==> src/rtl/dwc_pkg.sv <==
package dwc_pkg;
  // response chosen in the cycle after a repeat data phase
  typedef enum logic [1:0] {
    RSP_NONE  = 2'd0,
    RSP_DATA  = 2'd1,
    RSP_RETRY = 2'd2
  } rsp_e;

  // clocks between the data-accept cycle and the parity-error strobe
  localparam int PERR_LAG = 2;
endpackage

==> src/rtl/dwc_head_slot.sv <==
module dwc_head_slot #(
  parameter int AW = 32,
  parameter int CW = 4,
  parameter int DW = 32,
  parameter int SW = 2,
  localparam int BEW = DW / 8
) (
  input  logic           clk,
  input  logic           rst_n,
  input  logic           ld_valid,
  output logic           ld_ready,
  input  logic [AW-1:0]  ld_addr,
  input  logic [CW-1:0]  ld_cmd,
  input  logic [DW-1:0]  ld_data,
  input  logic [BEW-1:0] ld_be,
  input  logic           done_valid,
  input  logic [SW-1:0]  done_stat,
  input  logic           done_tperr,
  input  logic           tgt_perr_en,
  input  logic           pop,
  output logic           slot_full,
  output logic           stat_rdy,
  output logic [SW-1:0]  h_stat,
  output logic           h_fwd,
  output logic [AW-1:0]  h_addr,
  output logic [CW-1:0]  h_cmd,
  output logic [DW-1:0]  h_data,
  output logic [BEW-1:0] h_be,
  output logic           tgt_set
);
  logic take_ld, take_done;

  assign ld_ready  = !slot_full;
  assign take_ld   = ld_valid && !slot_full;
  assign take_done = done_valid && slot_full && !stat_rdy;
  assign tgt_set   = take_done && done_tperr && tgt_perr_en;

  always_ff @(posedge clk) begin
    if (!rst_n) begin
      slot_full <= 1'b0;
      stat_rdy  <= 1'b0;
      h_stat    <= '0;
      h_fwd     <= 1'b0;
      h_addr    <= '0;
      h_cmd     <= '0;
      h_data    <= '0;
      h_be      <= '0;
    end else if (pop) begin
      slot_full <= 1'b0;
      stat_rdy  <= 1'b0;
      h_fwd     <= 1'b0;
    end else if (take_ld) begin
      slot_full <= 1'b1;
      stat_rdy  <= 1'b0;
      h_fwd     <= 1'b0;
      h_addr    <= ld_addr;
      h_cmd     <= ld_cmd;
      h_data    <= ld_data;
      h_be      <= ld_be;
    end else if (take_done) begin
      stat_rdy  <= 1'b1;
      h_stat    <= done_stat;
      h_fwd     <= done_tperr;
    end
  end
endmodule

==> src/rtl/dwc_retry_front.sv <==
module dwc_retry_front
  import dwc_pkg::*;
#(
  parameter int AW = 32,
  parameter int CW = 4,
  parameter int DW = 32,
  localparam int BEW = DW / 8
) (
  input  logic           clk,
  input  logic           rst_n,
  input  logic           rty_valid,
  input  logic [AW-1:0]  rty_addr,
  input  logic [CW-1:0]  rty_cmd,
  input  logic [DW-1:0]  rty_data,
  input  logic [BEW-1:0] rty_be,
  input  logic           slot_full,
  input  logic           stat_rdy,
  input  logic [AW-1:0]  h_addr,
  input  logic [CW-1:0]  h_cmd,
  input  logic [DW-1:0]  h_data,
  input  logic [BEW-1:0] h_be,
  output rsp_e           s1_rsp,
  output logic [DW-1:0]  s1_data,
  output logic [BEW-1:0] s1_be,
  output logic           trdy_n,
  output logic           stop_n
);
  logic busy, same, hit_now;

  // a repeat still being answered blocks the next one
  assign busy    = (s1_rsp != RSP_NONE);
  assign same    = slot_full && (rty_addr == h_addr) && (rty_cmd == h_cmd)
                && (rty_data == h_data) && (rty_be == h_be);
  assign hit_now = rty_valid && !busy && same && stat_rdy;

  always_ff @(posedge clk) begin
    if (!rst_n) begin
      s1_rsp  <= RSP_NONE;
      s1_data <= '0;
      s1_be   <= '0;
    end else begin
      if (!rty_valid)   s1_rsp <= RSP_NONE;
      else if (hit_now) s1_rsp <= RSP_DATA;
      else              s1_rsp <= RSP_RETRY;
      s1_data <= rty_data;
      s1_be   <= rty_be;
    end
  end

  assign trdy_n = (s1_rsp != RSP_DATA);
  assign stop_n = (s1_rsp != RSP_RETRY);
endmodule

==> src/rtl/dwc_perr_pipe.sv <==
module dwc_perr_pipe
  import dwc_pkg::*;
#(
  parameter int DW = 32,
  parameter int SW = 2,
  localparam int BEW = DW / 8
) (
  input  logic           clk,
  input  logic           rst_n,
  input  rsp_e           s1_rsp,
  input  logic [DW-1:0]  s1_data,
  input  logic [BEW-1:0] s1_be,
  input  logic           rty_par,
  input  logic           h_fwd,
  input  logic [SW-1:0]  h_stat,
  input  logic           ini_perr_en,
  input  logic           tgt_perr_en,
  output logic           pop,
  output logic           ini_set,
  output logic           ret_valid,
  output logic [SW-1:0]  ret_stat,
  output logic           perr_n
);
  logic accepted, par_err, raise;
  logic [PERR_LAG-1:0] lag;

  assign accepted = (s1_rsp == RSP_DATA);
  assign par_err  = ^{s1_data, s1_be, rty_par};
  assign pop      = accepted && !par_err;
  assign ini_set  = accepted && par_err;
  assign raise    = accepted && (par_err ? ini_perr_en
                                         : (h_fwd && ini_perr_en && tgt_perr_en));

  always_ff @(posedge clk) begin
    if (!rst_n) begin
      ret_valid <= 1'b0;
      ret_stat  <= '0;
    end else begin
      ret_valid <= pop;
      if (pop) ret_stat <= h_stat;
    end
  end

  for (genvar g = 0; g < PERR_LAG; g++) begin : g_lag
    always_ff @(posedge clk) begin
      if (!rst_n)      lag[g] <= 1'b0;
      else if (g == 0) lag[g] <= raise;
      else             lag[g] <= lag[(g == 0) ? 0 : g-1];
    end
  end

  assign perr_n = ~lag[PERR_LAG-1];
endmodule

==> src/rtl/dwc_completion.sv <==
module dwc_completion
  import dwc_pkg::*;
#(
  parameter int AW = 32,
  parameter int CW = 4,
  parameter int DW = 32,
  parameter int SW = 2,
  localparam int BEW = DW / 8
) (
  input  logic           clk,
  input  logic           rst_n,
  input  logic           ld_valid,
  output logic           ld_ready,
  input  logic [AW-1:0]  ld_addr,
  input  logic [CW-1:0]  ld_cmd,
  input  logic [DW-1:0]  ld_data,
  input  logic [BEW-1:0] ld_be,
  input  logic           done_valid,
  input  logic [SW-1:0]  done_stat,
  input  logic           done_tperr,
  input  logic           rty_valid,
  input  logic [AW-1:0]  rty_addr,
  input  logic [CW-1:0]  rty_cmd,
  input  logic [DW-1:0]  rty_data,
  input  logic [BEW-1:0] rty_be,
  input  logic           rty_par,
  input  logic           ini_perr_en,
  input  logic           tgt_perr_en,
  input  logic           clr_ini_pdet,
  input  logic           clr_tgt_dpd,
  output logic           trdy_n,
  output logic           stop_n,
  output logic           perr_n,
  output logic           ret_valid,
  output logic [SW-1:0]  ret_stat,
  output logic           ini_pdet,
  output logic           tgt_dpd
);
  logic           slot_full, stat_rdy, h_fwd, pop, ini_set, tgt_set;
  logic [SW-1:0]  h_stat;
  logic [AW-1:0]  h_addr;
  logic [CW-1:0]  h_cmd;
  logic [DW-1:0]  h_data;
  logic [BEW-1:0] h_be;
  rsp_e           s1_rsp;
  logic [DW-1:0]  s1_data;
  logic [BEW-1:0] s1_be;

  dwc_head_slot #(.AW(AW), .CW(CW), .DW(DW), .SW(SW)) u_slot (
    .clk(clk), .rst_n(rst_n),
    .ld_valid(ld_valid), .ld_ready(ld_ready), .ld_addr(ld_addr), .ld_cmd(ld_cmd),
    .ld_data(ld_data), .ld_be(ld_be),
    .done_valid(done_valid), .done_stat(done_stat), .done_tperr(done_tperr),
    .tgt_perr_en(tgt_perr_en), .pop(pop),
    .slot_full(slot_full), .stat_rdy(stat_rdy), .h_stat(h_stat), .h_fwd(h_fwd),
    .h_addr(h_addr), .h_cmd(h_cmd), .h_data(h_data), .h_be(h_be), .tgt_set(tgt_set)
  );

  dwc_retry_front #(.AW(AW), .CW(CW), .DW(DW)) u_front (
    .clk(clk), .rst_n(rst_n),
    .rty_valid(rty_valid), .rty_addr(rty_addr), .rty_cmd(rty_cmd),
    .rty_data(rty_data), .rty_be(rty_be),
    .slot_full(slot_full), .stat_rdy(stat_rdy),
    .h_addr(h_addr), .h_cmd(h_cmd), .h_data(h_data), .h_be(h_be),
    .s1_rsp(s1_rsp), .s1_data(s1_data), .s1_be(s1_be),
    .trdy_n(trdy_n), .stop_n(stop_n)
  );

  dwc_perr_pipe #(.DW(DW), .SW(SW)) u_perr (
    .clk(clk), .rst_n(rst_n),
    .s1_rsp(s1_rsp), .s1_data(s1_data), .s1_be(s1_be), .rty_par(rty_par),
    .h_fwd(h_fwd), .h_stat(h_stat),
    .ini_perr_en(ini_perr_en), .tgt_perr_en(tgt_perr_en),
    .pop(pop), .ini_set(ini_set),
    .ret_valid(ret_valid), .ret_stat(ret_stat), .perr_n(perr_n)
  );

  // sticky flags: a set in the same cycle wins over the clear
  always_ff @(posedge clk) begin
    if (!rst_n) begin
      ini_pdet <= 1'b0;
      tgt_dpd  <= 1'b0;
    end else begin
      if (ini_set)           ini_pdet <= 1'b1;
      else if (clr_ini_pdet) ini_pdet <= 1'b0;
      if (tgt_set)           tgt_dpd  <= 1'b1;
      else if (clr_tgt_dpd)  tgt_dpd  <= 1'b0;
    end
  end
endmodule

==> config.mk <==
export PLATFORM = sky130hd
export DESIGN_NAME = dwc_completion
export DESIGN_NICKNAME = d
export VERILOG_FILES = /design/src/rtl/dwc_pkg.sv /design/src/rtl/dwc_head_slot.sv /design/src/rtl/dwc_retry_front.sv /design/src/rtl/dwc_perr_pipe.sv /design/src/rtl/dwc_completion.sv
export SDC_FILE = /design/constraint.sdc
export NUM_CORES = 1
export LEC_CHECK = 0
export BUFFER_PORTS_ARGS = -buffer_cell sky130_fd_sc_hd__clkbuf_2
export CAP_MARGIN = 20
export CORE_MARGIN = 2
export CORE_UTILIZATION = 47
export CTS_CLUSTER_DIAMETER = 200
export DETAILED_ROUTE_END_ITERATION = 6
export PLACE_DENSITY = 0.77
export SYNTH_ARGS = -nofsm -noshare
export SYNTH_HDL_FRONTEND = slang
export SYNTH_SLANG_ARGS = --single-unit
==> constraint.sdc <==
create_clock -name clk -period 2.3 [get_ports clk]
set_clock_uncertainty 0.1 [all_clocks]
set_input_delay 0 -clock clk [delete_from_list [all_inputs] [get_ports clk]]
set_output_delay 0 -clock clk [all_outputs]
set_load 0.005 [all_outputs]
== Word-level counts from Yosys, hierarchy flattened ==
Index checks and enable logic that the tools add are counted.

* Input port bits: 157
* Bits in latches: 0
* Bits in writable memories: 0
* Memory bits (read-only): 0
* Output and inout bits: 9
* Word-level logic and storage cells: 64
* Register bits: 122
* Memories kept: 0

* Multipliers: 0
* $lt $le $gt $ge: 0
* Shift-type cells: 0
* Bitwise gates (word level): 4
* Divide/modulo/power cells: 0
* $add $sub $neg: 0
* Reductions and logical operators: 30
* Equal/unequal tests: 7
* Muxes and demuxes: 6

{| class="wikitable"
|+ Operators by type and width
! kind !! number
|-
| 32-bit equality test || 2
|-
| 37-bit XOR reduction || 1
|-
| 1-bit logical AND || 17
|-
| 4-bit equality test || 2
|-
| 2-bit nonzero test || 3
|-
| 1-bit 2-to-1 mux || 5
|-
| 1-bit logical NOT || 4
|-
| 1-bit inverter || 4
|-
| 2-bit AND reduction || 2
|-
| 3-bit AND reduction || 1
|-
| 3-bit OR reduction || 1
|-
| 2-bit by 1-bit equality test with 1-bit output (second input constant) || 1
|-
| 2-bit 2-to-1 mux || 1
|-
| 2-bit by 1-bit != test with 1-bit output (second input constant) || 1
|-
| 2-bit != test (second input constant) || 1
|-
| 2-bit OR reduction || 1
|}

== Logic depth before layout (Yosys ltp) ==
Gate-level depths: netlist of the first run.

* Word-level depth: 8
* Depth in mapped cells: 9
* Depth with buffers taken out: 7

== Hierarchy ==
A second synthesis of the first run with hierarchy kept.

* Cell total of the unflattened synthesis: 598
* Area total of the unflattened synthesis: 5,447.7 um^2

{| class="wikitable"
|+ By module, submodules not included
! module !! times used !! cells an instance !! area each (um^2) !! seq. area each (um^2)
|-
| dwc_head_slot || 1 || 338 || 2,917.8 || 1,541.5
|-
| dwc_retry_front || 1 || 200 || 1,900.6 || 760.7
|-
| dwc_perr_pipe || 1 || 54 || 546.8 || 100.1
|-
| dwc_completion || 1 || 6 || 82.6 || 40.0
|}

== Least setup slack after synthesis of the first run ==
No wires, ideal clock.

* Path type: register -> register
* From: register u_front.s1_data[11]
* To: register u_slot.h_addr[0]
* Arrival time: 2.151 ns
* Cell stages (with the launch flop): 10
* Path buffers: 2
* Required time: 2.128 ns
* Clock period less this slack: 2.323 ns
* Setup slack: -0.023 ns
* Setup time: 0.072 ns
* Path through: dfxtp_1 -> xor2_1 -> xnor2_1 -> xnor2_1 -> xnor3_2 -> mux2i_4 -> nor3b_2 -> buf_6 -> buf_12 -> mux2i_1

* Longest elaborated chain between the ends: 5

{| class="wikitable"
|+ Ends and longest elaborated chain
! item !! RTL line !! text
|-
| from (decl) || dwc_retry_front.sv:23 || <nowiki>output logic [DW-1:0] s1_data,</nowiki>
|-
| from (signal assigned) || dwc_retry_front.sv:45 || <nowiki>s1_data <= rty_data;</nowiki>
|-
| 37-bit XOR reduction || dwc_perr_pipe.sv:28 || <nowiki>assign par_err = ^{s1_data, s1_be, rty_par};</nowiki>
|-
| 1-bit logical NOT || dwc_perr_pipe.sv:29 || <nowiki>assign pop = accepted && !par_err;</nowiki>
|-
| 1-bit logical AND || dwc_perr_pipe.sv:29 ||
|-
| 1-bit inverter (no source line) || -- ||
|-
| 2-bit AND reduction (no source line) || -- ||
|-
| to (signal assigned) || dwc_head_slot.sv:56 || <nowiki>h_addr <= ld_addr;</nowiki>
|-
| to (decl) || dwc_head_slot.sv:25 || <nowiki>output logic [AW-1:0] h_addr,</nowiki>
|}

Every way passes these cells.
A chain may end at the register's enable or synchronous reset.

== Worst setup path after layout of the first run ==
* From: register u_front.s1_data[13]
* To: register u_slot.h_be[0]

* Longest elaborated chain between the ends: 5

{| class="wikitable"
|+ Ends and longest elaborated chain
! item !! RTL line !! text
|-
| 37-bit XOR reduction || dwc_perr_pipe.sv:28 ||
|-
| 1-bit logical NOT || dwc_perr_pipe.sv:29 ||
|-
| 1-bit logical AND || dwc_perr_pipe.sv:29 ||
|-
| 1-bit inverter (no source line) || -- ||
|-
| 2-bit AND reduction (no source line) || -- ||
|-
| to (signal assigned) || dwc_head_slot.sv:59 || <nowiki>h_be <= ld_be;</nowiki>
|-
| to (decl) || dwc_head_slot.sv:28 || <nowiki>output logic [BEW-1:0] h_be,</nowiki>
|}

Every way passes these cells.

==> flow_summary.yaml, run 1 <==
grt:
  grt_usage: 0.298
  grt_overflow_total: 0
  grt_pass1_vias: 5909
  grt_max_degree: 80
  antenna_found_initial: 0
  grt_pass1_wl_mm: 29.2
finish:
  area_delta_synth_final_pct: 54.9
  fin_nets: 1067
  final_util: 0.754
  fillers: 723
  final_cell_area_um2: 8710
  layout.cells.most_common: "clkbuf_2"
  drive_gt1_frac: 0.260
  antenna_cells: 0
  final_cell_mix: "clkbuf_2, nand2_1, dlygate4sd3_1"
setup_path:
  reg2reg_depth: 9
  cp.depth: 9
  cp-endpoint: "u_slot.h_be[0]"
  crit_path_end_kind: "register"
  arrival_ns: 2.87
  path_delay_family: "XOR/XNOR gates"
  slowest_stage: "xnor3_2"
  ff2ff_setup_slack_ns: -0.34
  cp_max_fo: 9
  required_ns: 2.53
  path_buf_inv: 2
  r2r-start: "u_front.s1_data[13]"
  crit_chain: "xor2_2, xnor2_2, xnor2_1, xnor3_2, mux2i_4, nor3b_4, buf_6, clkbuf_16, mux2i_1"
  crit_path_start_kind: "register"
  timing.rr.end: "u_slot.h_be[0]"
  crit_type: "reg -> reg"
  crit_path_max_incr_delay_ns: 0.50
  crit_start: "u_front.s1_data[13]"
sta:
  hold_violations: 0
  timing.slew.headroom: 0.621
  slew_viol_final: 0
  setup_viol: 78
  rsz0062_at_grt: "yes"
  finalSetupTns_ns: -18.05
  timing.fmax_ghz: 0.379
  min_period_ns: 2.64
  fin_crit_sh: 1.15
  setup_ws_ns: -0.337
  worstMarginPinSlew_ns: 0.564
placement:
  dpl_cell_area_um2: 6640
  dpl.hpwl_mm: 12.0
  dp_slack_ns: -0.271
  io_buffers: 165
  place_congestion: 0.855
floorplanning:
  die_area_um2: 12900
  fp.dieW_um: 113
  coreArea_um2: 11600
  ios: 166
  dieHeight_um: 113
  num_rows: 39
  initial_utilization: 0.487
outcome:
  violations: "negative setup slack"
  status: "finished, violations left"
drt:
  drt_wl_total_mm: 19.0
  num_vias: 5449
  viasPerCell: 5.12
  first_pass_iters: 6
  first_iter_violations: 297
  drt-wirelength-per-cell_um: 17.9
  antenna_left: 0
  drc: 0
synth:
  synth_area_leaders: "dfxtp_1, mux2i_1, nand2_1, xnor2_1, and2_1"
  synth-main-ff-cell: "dfxtp_1"
  ys_warn_count: 0
  ys_seq_area_frac: 0.434
  syn_avg_cell_area_um2: 9.39
  async_reset_ff_frac: 0
  syn-num-nets: 756
  synth_top_area_cell: "dfxtp_1"
  netlist_area_um2: 5630
  syn_inst: 599
  synth_top_area_frac: 0.434
  synth-edff-count: 0
  ys_ff_latch: 122
  ys_types: 33
clock_tree:
  clockBufferDepth: 2
  cts_sinks: 122
  clk_latency_ns: 0.42
  path_clk_slew_ns: 0.06
  cts_tree: "yes"
  cts_root_buf: "clkbuf_16"
  htreeDepth: 4
  cts-buffers-inserted: 17
job:
  drv_cap: 0
hold_path:
  hp-class: "in -> reg"
power:
  p_leak_nw: 3.86
  powerDensity_nw_per_um2: 694
  seq_power_share: 0.383
  power_mw: 6.05
  p_comb_frac: 0.209
  p_switching_mw: 1.55
  ir_drop_uv: 622
  p_int_mw: 4.50
  swShare: 0.255
  power.share.clock: 0.408
## per-stage QoR
stage | instances | hold WS [ns]
after floorplan | 599 | 0.00180
after global placement | 900 | 0.130
after detailed placement | 900 | 0.136
after CTS | 1062 | 0.0297
after global routing | 1065 | 0.0871
final | 1065 | 0.0456
## kinds of logic (layout without fill, tap and decap cells)
logic type	after synthesis	count (layout)	synth area share
xor gates and xnor gates	84	84	0.141
DFF	122	122	0.434
muxes	78	78	0.141
buffers and inverters	55	378	0.0583
AOI/OAI and AO/OA	26	26	0.0347
and+or+nand+nor	234	234	0.191
## per-layer routing
metal  vias up  GRT usage  share of wire
li1       2565          -              -
met1      2547      0.322           0.39
met2       269      0.543           0.51
met3        68     0.0770          0.059
met4         0      0.140          0.045
met5         -          0              0
## cell usage after synthesis (all sizes together) (2+ instances only)
| master | instances |
|---|---|
| nor2 | 4 |
| a2111oi | 2 |
| xnor2 | 58 |
| a221o | 2 |
| nor2b | 7 |
| nand4 | 9 |
| o2bb2ai | 3 |
| nand2b | 3 |
| clkbuf | 21 |
| o22ai | 9 |
| o21ai | 2 |
| mux2i | 78 |
| nand4b | 2 |
| a22o | 4 |
| nand2 | 154 |
| inv | 26 |
| xnor3 | 4 |
| buf | 8 |
| nand3 | 3 |
| and2 | 40 |
| dfxtp | 122 |
| nor4 | 9 |
| xor2 | 22 |
## power groups by stage
| stage | sequential [mW] | clock, mW | combinational, mW |
|---|---|---|---|
| global route | 2.33 | 2.59 | 1.34 |
| finish | 2.32 | 2.47 | 1.26 |
| detailed placement | 2.35 | 0 | 0.949 |
| floorplan | 2.34 | 0 | 0.606 |
| CTS | 2.31 | 2.49 | 1.13 |
| global placement | 2.35 | 0 | 0.924 |
## layout make-up
type | instances | area [µm²] | share of cell area
repair buffers | 321 | 2480 | 0.285
well taps | 143 | 179 | 0.0205
inverters | 26 | 97.6 | 0.0112
clock inverters | 8 | 70.1 | 0.00804
clock buffers | 23 | 478 | 0.0548
multi-input cells | 422 | 2960 | 0.340
flip-flops and latches | 122 | 2450 | 0.281
## state kept, by name, summed over array words and instances, names as in the netlist, 2 cells and up
signal	cells
u_slot.h_data	32
u_perr.lag	2
u_slot.h_be	4
u_slot.h_stat	2
u_front.s1_rsp	2
u_slot.h_cmd	4
u_front.s1_be	4
u_slot.h_addr	32
u_front.s1_data	32
u_perr.ret_stat	2
## what timing repair did
item                                    CTS  global route
gates cloned                              0             4
endpoints found under the hold margin   118             0
hold buffers                            130             0
buffers inserted                          1             1
endpoints found under the setup margin   81            83
resized for setup                         9            18
pin swaps                                 4             8
## worst min-delay path, cell delays in order
cell and delay (ns):
clkbuf_2 0.11, a2111oi_0 0.10, nand4_1 0.08, nor3_2 0.05, buf_4 0.12, nor2_1 0.07
## worst min path at each step
| stage | to | startpoint | slack, ns | cells after the start |
|---|---|---|---|---|
| final | u_front.s1_rsp[1] | rty_addr[12] | 0.05 | 6 |
| after global routing | u_front.s1_rsp[1] | rty_addr[12] | 0.09 | 6 |
| after CTS | u_front.s1_rsp[1] | rty_addr[12] | 0.03 | 6 |
| after detailed placement | u_front.s1_be[2] | rty_be[2] | 0.14 | 2 |
| after global placement | u_slot.h_addr[24] | ld_addr[24] | 0.13 | 3 |
| after floorplan | u_slot.h_fwd | ld_valid | 0.002 | 1 |
Note: power is estimated with default switching activity, not from simulation.
==> run 2, diff against run 1 <==
--- a/config.mk
+++ b/config.mk
@@ -8,10 +8,11 @@
 export BUFFER_PORTS_ARGS = -buffer_cell sky130_fd_sc_hd__clkbuf_2
 export CAP_MARGIN = 20
 export CORE_MARGIN = 2
-export CORE_UTILIZATION = 47
+export CORE_UTILIZATION = 34
 export CTS_CLUSTER_DIAMETER = 200
 export DETAILED_ROUTE_END_ITERATION = 6
-export PLACE_DENSITY = 0.77
+export GPL_TIMING_DRIVEN = 0
+export SETUP_SLACK_MARGIN = 0.1
 export SYNTH_ARGS = -nofsm -noshare
 export SYNTH_HDL_FRONTEND = slang
 export SYNTH_SLANG_ARGS = --single-unit
==> run 2 against run 1 <==
Against the previous run:
- the flow still finishes with violations (negative setup slack)
- global-route usage fell by 8.6 points
- sequential power barely moved
- largest power group unchanged
- die area rose by 37%
- routed wire length fell by 1.3%
- non-clock buffer count rose by 8
- cell area rose by 1.5%
- cell count rose by 8.0%
- total power rose by 0.65%
- maximum frequency rose by 4.0%
- sequential cell count did not move
- worst hold slack barely moved
- worst setup slack improved by 0.10 ns
==> flow_summary.yaml, run 2 (synthesis results as in run 1) <==
outcome:
  status: "finished, violations left"
  violations: "negative setup slack"
sta:
  fin_crit_sh: 1.10
  slew_viol_final: 0
  setup_ws_ns: -0.235
  hold_violations: 0
  setup_viol: 72
  timing.slew.headroom: 0.536
  min_period_ns: 2.54
  rsz0062_at_grt: "yes"
  timing.fmax_ghz: 0.394
  fin_hold_ws_ns: 0.0452
  worstMarginPinSlew_ns: 0.690
placement:
  dpl_cell_area_um2: 6730
  place_congestion: 0.945
  dpl.hpwl_mm: 13.2
  io_buffers: 165
setup_path:
  ff2ff_setup_slack_ns: -0.24
  crit_path_end_kind: "register"
  required_ns: 2.53
  slowest_stage: "xnor3_2"
  cp-endpoint: "u_slot.h_data[1]"
  crit_path_start_kind: "register"
  crit_path_max_incr_delay_ns: 0.41
  crit_start: "u_front.s1_data[0]"
  reg2reg_depth: 10
  arrival_ns: 2.77
  crit_chain: "xor2_2, xnor2_2, xnor2_2, xnor3_2, mux2i_4, nor3b_2, buf_6, buf_12, buf_12, mux2i_1"
  cp_max_fo: 5
  r2r-start: "u_front.s1_data[0]"
  crit_type: "reg -> reg"
  timing.rr.end: "u_slot.h_data[1]"
finish:
  final_cell_mix: "clkbuf_2, nand2_1, dlygate4sd3_1"
  layout.cells.most_common: "clkbuf_2"
  fin_nets: 1075
  antenna_cells: 0
  area_delta_synth_final_pct: 57.2
  drive_gt1_frac: 0.257
  final_cell_area_um2: 8840
  reg_top3: "u_front.s1_data: 32 flops, u_slot.h_addr: 32 flops, u_slot.h_data: 32 flops"
power:
  powerDensity_nw_per_um2: 688
  ir_drop_uv: 554
  power_mw: 6.09
  p_leak_nw: 3.88
job:
  drv_cap: 0
drt:
  wl_met1_mm: 7.69
  dr_wl_met2_mm: 9.24
  first_iter_violations: 229
  first_pass_iters: 4
  viasPerCell: 4.54
  drt-wirelength-per-cell_um: 16.3
  drt_wl_total_mm: 18.8
  wl_met3_mm: 1.02
  num_vias: 5222
  dr.max_layer_used: "met5"
  drc: 0
  antenna_left: 0
hold_path:
  min_from: "rty_addr[14]"
  hp-class: "in -> reg"
grt:
  grt_overflow_total: 0
  antenna_found_initial: 1
  grt_pass1_wl_mm: 27.9
  grt_pass1_vias: 5528
  grt_max_degree: 17
  grt_usage: 0.212
clock_tree:
  path_clk_slew_ns: 0.05
  clockBufferDepth: 2
  clk_latency_ns: 0.42
  cts_sinks: 122
  htreeDepth: 4
  cts_root_buf: "clkbuf_16"
  cts-buffers-inserted: 17
  cts_tree: "yes"
floorplanning:
  initial_utilization: 0.343
  num_rows: 47
  fp.dieW_um: 133
  ios: 166
  coreArea_um2: 16400
  dieHeight_um: 133
  die_area_um2: 17600
[run 2: worst max-delay path, delay by kind of cell (launching register included)]
family        cells  cell delay, ns
simple gates      1            0.21
buf+inv           3            0.44
mux               2            0.43
flops             1            0.36
xor+xnor          4            0.91
[run 2: repair_timing]
item | 4_1_cts | 5_1_grt
endpoints found under the setup margin | 80 | 83
pin swaps | 7 | 6
endpoints found under the hold margin | 118 | 0
gates resized for setup | 17 | 12
hold buffers | 123 | 0
setup buffers | 7 | 1
cloned | 2 | 2
[run 2: how the worst min path moves through the flow]
stage                     slack [ns]  depth (start not counted)                  end
after CTS                       0.02                          7    u_front.s1_rsp[1]
after global placement          0.13                          2  u_front.s1_data[17]
after detailed placement        0.13                          2     u_front.s1_be[2]
after floorplan                0.002                          1         u_slot.h_fwd
after global routing             0.1                          7    u_front.s1_rsp[1]
final                           0.05                          6    u_front.s1_rsp[1]
[run 2: layout make-up]
type,instances,area [µm²]
clock inverters,9,97.6
well taps,220,275
plain buffers,29,230
clock buffers,22,464
flip-flops and latches,122,2450
fillers,1450,7560
inverters,26,97.6
multi-input cells,422,2970
repair buffers,300,2260
[run 2: layer usage]
layer,up-vias,global-route usage
met1,2395,0.236
met5,-,0
li1,2599,-
met4,2,0.115
met2,172,0.368
met3,54,0.0559
[run 2: stage by stage]
stage | worst slack [ns] | utilization | TNS, ns | cells
floorplan | -0.0112 | - | -0.782 | 599
global placement | -0.320 | 0.410 | -21.67 | 984
detailed placement | -0.375 | 0.410 | -23.46 | 984
CTS | -0.187 | 0.533 | -11.40 | 1147
global route | -0.360 | 0.539 | -23.90 | 1150
finish | -0.235 | 0.539 | -13.73 | 1150
[run 2: power breakdown]
part	internal [mW]	switching, mW
Sequential	2.24	0.0768
Clock	1.63	0.919
Combinational	0.692	0.529
